$ cat src/rtl/vshift_fb.sv
module vshift_fb #(
  parameter int VIN_W     = 12,
  parameter int VIN_FRAC  = 3,
  parameter int FILT_SH   = 8,
  parameter int OUT_SH    = 20,
  parameter int CMD_W     = 8,
  parameter int ERR_LIM   = 127
) (
  input  logic             clk,
  input  logic             rst_n,
  input  logic             sample_valid,
  input  logic [VIN_W-1:0] volt_in,
  input  logic [CMD_W-1:0] track_cmd,
  output logic [CMD_W-1:0] cmd_out,
  output logic             cmd_valid
);

  localparam int OFF   = 90 << VIN_FRAC;
  localparam int SH    = VIN_FRAC - 2;
  localparam int CMAX  = 256;
  localparam int CW    = 9;
  localparam int FW    = CW + FILT_SH;
  localparam int HALF  = 1 << (FILT_SH - 1);
  localparam int K1    = ((1 << OUT_SH) + 6) / 12;
  localparam int K2    = (57 * (1 << OUT_SH) + 10000) / 20000;
  localparam int OMAX  = (1 << CMD_W) - 1;
  localparam int FMAX  = CMAX << FILT_SH;

  logic [FW-1:0]    filt, fnext;
  logic             primed;
  logic [CW-1:0]    code;
  logic [CMD_W-1:0] cmd_d;
  logic signed [CMD_W:0] err;
  int d, e, acc;

  always_comb begin
    d = (int'(volt_in) - OFF) >>> SH;
    if (d < 0) d = 0;
    else if (d > CMAX) d = CMAX;
    code = d[CW-1:0];

    if (primed) fnext = filt - (filt >> FILT_SH) + FW'(code);
    else        fnext = {code, {FILT_SH{1'b0}}};

    e = int'(code) - ((int'(fnext) + HALF) >>> FILT_SH);
    if (e > ERR_LIM) e = ERR_LIM;
    else if (e < -ERR_LIM) e = -ERR_LIM;
    err = e[CMD_W:0];

    acc = (int'(track_cmd) <<< OUT_SH) + e * K1 + e * int'(track_cmd) * K2
          + (1 <<< (OUT_SH - 1));
    acc = acc >>> OUT_SH;
    if (acc < 0) acc = 0;
    else if (acc > OMAX) acc = OMAX;
    cmd_d = acc[CMD_W-1:0];
  end

  always_ff @(posedge clk) begin
    if (!rst_n) begin
      filt      <= '0;
      primed    <= 1'b0;
      cmd_out   <= '0;
      cmd_valid <= 1'b0;
    end else begin
      cmd_valid <= sample_valid;
      if (sample_valid) begin
        filt    <= fnext;
        primed  <= 1'b1;
        cmd_out <= cmd_d;
      end
    end
  end


  valid_follow_chk: assert property (@(posedge clk) disable iff (!rst_n)
    sample_valid |=> cmd_valid);


  valid_idle_chk: assert property (@(posedge clk) disable iff (!rst_n)
    !sample_valid |=> !cmd_valid);


  hold_out_chk: assert property (@(posedge clk) disable iff (!rst_n)
    !sample_valid |=> ($stable(cmd_out) && $stable(filt)));


  prime_load_chk: assert property (@(posedge clk) disable iff (!rst_n)
    (sample_valid && !primed) |=> (filt == {$past(code), {FILT_SH{1'b0}}}));


  zero_err_chk: assert property (@(posedge clk) disable iff (!rst_n)
    (sample_valid && err == 0) |=> (cmd_out == $past(track_cmd)));


  filt_bound_chk: assert property (@(posedge clk) disable iff (!rst_n)
    int'(filt) <= FMAX);

endmodule

$ cat config.mk
export PLATFORM = sky130hd
export DESIGN_NAME = vshift_fb
export DESIGN_NICKNAME = d
export VERILOG_FILES = /design/src/rtl/vshift_fb.sv
export SDC_FILE = /design/constraint.sdc
export NUM_CORES = 1
export LEC_CHECK = 0
export BUFFER_PORTS_ARGS = -buffer_cell sky130_fd_sc_hd__buf_2
export CAP_MARGIN = 25
export CORE_MARGIN = 2
export CORE_UTILIZATION = 50
export DETAILED_ROUTE_END_ITERATION = 6
export PLACE_DENSITY = 0.78
export RECOVER_POWER = 25
export SLEW_MARGIN = 10
export SYNTH_ARGS = -nofsm -noshare
export SYNTH_HDL_FRONTEND = slang
export SYNTH_SLANG_ARGS = --single-unit
$ cat constraint.sdc
create_clock -name clk -period 46.5 [get_ports clk]
set_input_delay 6.975 -clock clk [delete_from_list [all_inputs] [get_ports clk]]
set_output_delay 6.975 -clock clk [all_outputs]
set_load 0.05 [all_outputs]
==> impl_results.md <==
- Worst-path clk slew: 0.07 ns
- Largest cells by area after synthesis: fa_1 (33%), ha_1 (21%), inv_1 (9.8%)
- Total track usage: 21.9%
- Global-route wire length before repair: 64,800 µm
- Largest net degree at the start of global routing: 43
- CP max stage cell: fa_1
- Setup TNS: 0 ns
- GRT Residual Overflow: 0
- Reg-to-Reg End: cmd_out[1]
- Nets: 2,577
- Placed inst area: 18,000 µm²
- GR peak layer: met2
- Worst Setup Start Kind: input port
- Commonest cells after routing, fill and taps aside: inv_1 (453), ha_1 (296), fa_1 (287)
- Met3 GRT Util: 1.83%
- Die Wd: 190 µm
- Worst-margin pin slew: 1.40 ns
- RePlAce Congestion: 0.917
- Syn nets: 2,556
- Cell count after synthesis: 1,950
- Final hold violation count: 0
- FF-to-FF Start: filt[1]
- Flop2flop setup slack: 27.01 ns
- Final setup fails: 0
- Maximum operating frequency: 36.3 MHz
- Leading cell type in the layout, fill and taps excluded: inv_1
- Clock skew: 0.00263 ns
- Post-DP HPWL: 33,300 µm
- Vias per Instance: 5.47
- Die height: 190 µm
- Routing usage on met1: 30.3%
- Starting DRC count in detailed routing: 801
- Yosys warnings: 0
- Crit path DAT: 27.71 ns
- Residual DRC: 0
- Worst path required time: 46.64 ns
- Via count: 13,260
- Worst setup path start: volt_in[4]
- TritonCTS clock tree: built
- Core box area: 34,300 µm²
- Status: completed
- Min-delay worst type: register to register
- Layout cells sized above 1: 4.16%
- Unrepaired setup endpoints after global routing: no
- Post-synth EDFFs: 0
- Mapped cell area: 17,300 µm²
- TritonCTS Buffers: 3
- Drt pass-1 iters: 6
- Classification of the worst setup path: input port to register
- Fin crit share: 59.3%
- Initial antenna violation count: 1
- Worst slew margin: 6.41%
- Mean post-synth cell area: 8.88 µm²
- Worst-skew pair later-pin latency: 0.26 ns
- Synth area leader: fa_1
- Routed len/inst: 15.8 µm
- Final wirelength: 38,300 µm
- Vias in the first global route: 13,286
- Fillers: 3,074
- Post-cts resize count: 0
- Largest stage delay on the critical path: 0.63 ns
- Total die area: 36,100 µm²
- Clk sink count: 27
- Sequential cell area fraction in the yosys report: 3.12%
- Post-route cell area: 18,100 µm²
- Routing usage on met2: 37.6%
- Post-route ant nets: 0
- Synth unique cells: 90
- H-tree depth: 1
- Max Cap Viol: 0
- Critical Path Fanout Max: 12
- Final min period: 27.57 ns
- Initial Utilization: 50.5%
- Fraction of registers with async set or reset after synthesis: 0%
- Reg2Reg Depth: 76
- Synthesis-stage register bit count: 27
- Ports: 32
- Synth Flop Type: dfxtp_1
- Post-CTS Setup Bufs: 0
- Worst Hold Path Cells: 2
- Worst setup path end: cmd_out[1]
- Layout area overhead: 4.48%
- Rows: 68
- Crit path top cell by count: ha_1
- CTS Buffer Depth: 2
- IO buf count: 30
- Worst Setup End Kind: register
- Post-cts hold buffer count: 0
- Max-slew violation count: 0
- Top-area cell type share of the netlist area: 33.2%
- CTS root buf: clkbuf_16
[layout make-up]
class | instances | area, µm² | area share, %
clock inverters | 1 | 5.00 | 0.0277
flip-flops and latches | 27 | 541 | 2.99
multi-input cells | 1438 | 14900 | 82.5
repair buffers | 48 | 275 | 1.52
inverters | 453 | 1700 | 9.40
well taps | 455 | 569 | 3.15
diodes | 1 | 2.50 | 0.0138
clock buffers | 3 | 75.1 | 0.415
[worst min path at each step]
| stage | from | end | slack (ns) |
|---|---|---|---|
| 2_1_floorplan | filt[0] | filt[0] | 0.45 |
| 3_3_place_gp | cmd_out[5] | cmd_out[5] | 0.44 |
| 3_5_place_dp | cmd_out[3] | cmd_out[3] | 0.45 |
| 4_1_cts | cmd_out[3] | cmd_out[3] | 0.46 |
| 5_1_grt | cmd_out[4] | cmd_out[4] | 0.49 |
| 6_report | cmd_out[3] | cmd_out[3] | 0.46 |
[cell usage after synthesis, drive strengths merged (11+ instances only)]
master	instances
nand2b	14
buf	18
xor2	37
and2	52
xnor2	83
dfxtp	27
o21ai	66
a21oi	97
a21o	45
inv	453
nor2b	19
nand4	11
a211oi	16
nand3	29
o21a	12
nor3	26
fa	287
nand2	110
nor2	74
clkbuf	14
ha	296
and3	14
[kinds of logic after synthesis]
group                    after synthesis  synth area share, %
multiplexers                           7                0.412
buffers and inverters                485                 10.7
flip-flops                            27                 3.12
AND/OR/NAND/NOR                      389                 11.4
AO/OA/AOI/OAI                        333                 13.4
XOR/XNOR                             120                 6.11
adder cells (fa/ha/maj)              589                 54.9
[through the flow]
stage / worst slack [ns] / hold slack, ns / instances / utilization, %
global placement: 19.26 / 0.440 / 2418 / 52.5
finish: 18.93 / 0.465 / 2426 / 52.8
floorplan: 20.96 / 0.454 / 1950 / -
CTS: 19.06 / 0.462 / 2422 / 52.7
global route: 17.52 / 0.492 / 2425 / 52.8
detailed placement: 18.87 / 0.446 / 2418 / 52.5
[flip-flops by register name, summed over array words and instances (netlist names)]
register	cells
primed	1
cmd_out	8
cmd_valid	1
filt	17
[layer usage]
layer / part of all wire [%] / vias to the layer above
met3: 5.2 / 55
met1: 44 / 6477
met4: 2.3 / 2
met2: 48 / 346
met5: 0.018 / -
li1: - / 6380
[worst max-delay path, delay by kind of cell]
kind,cells,cell delay [ns]
fa+ha+maj,21,8.17
compound gates,28,6.63
simple gates,13,2.81
xor+xnor,12,2.57
buf+inv,8,0.50
Power is left out: the tool's default activity adds up to more than one toggle a clock period on the data nets, which glitch-free logic cannot reach.
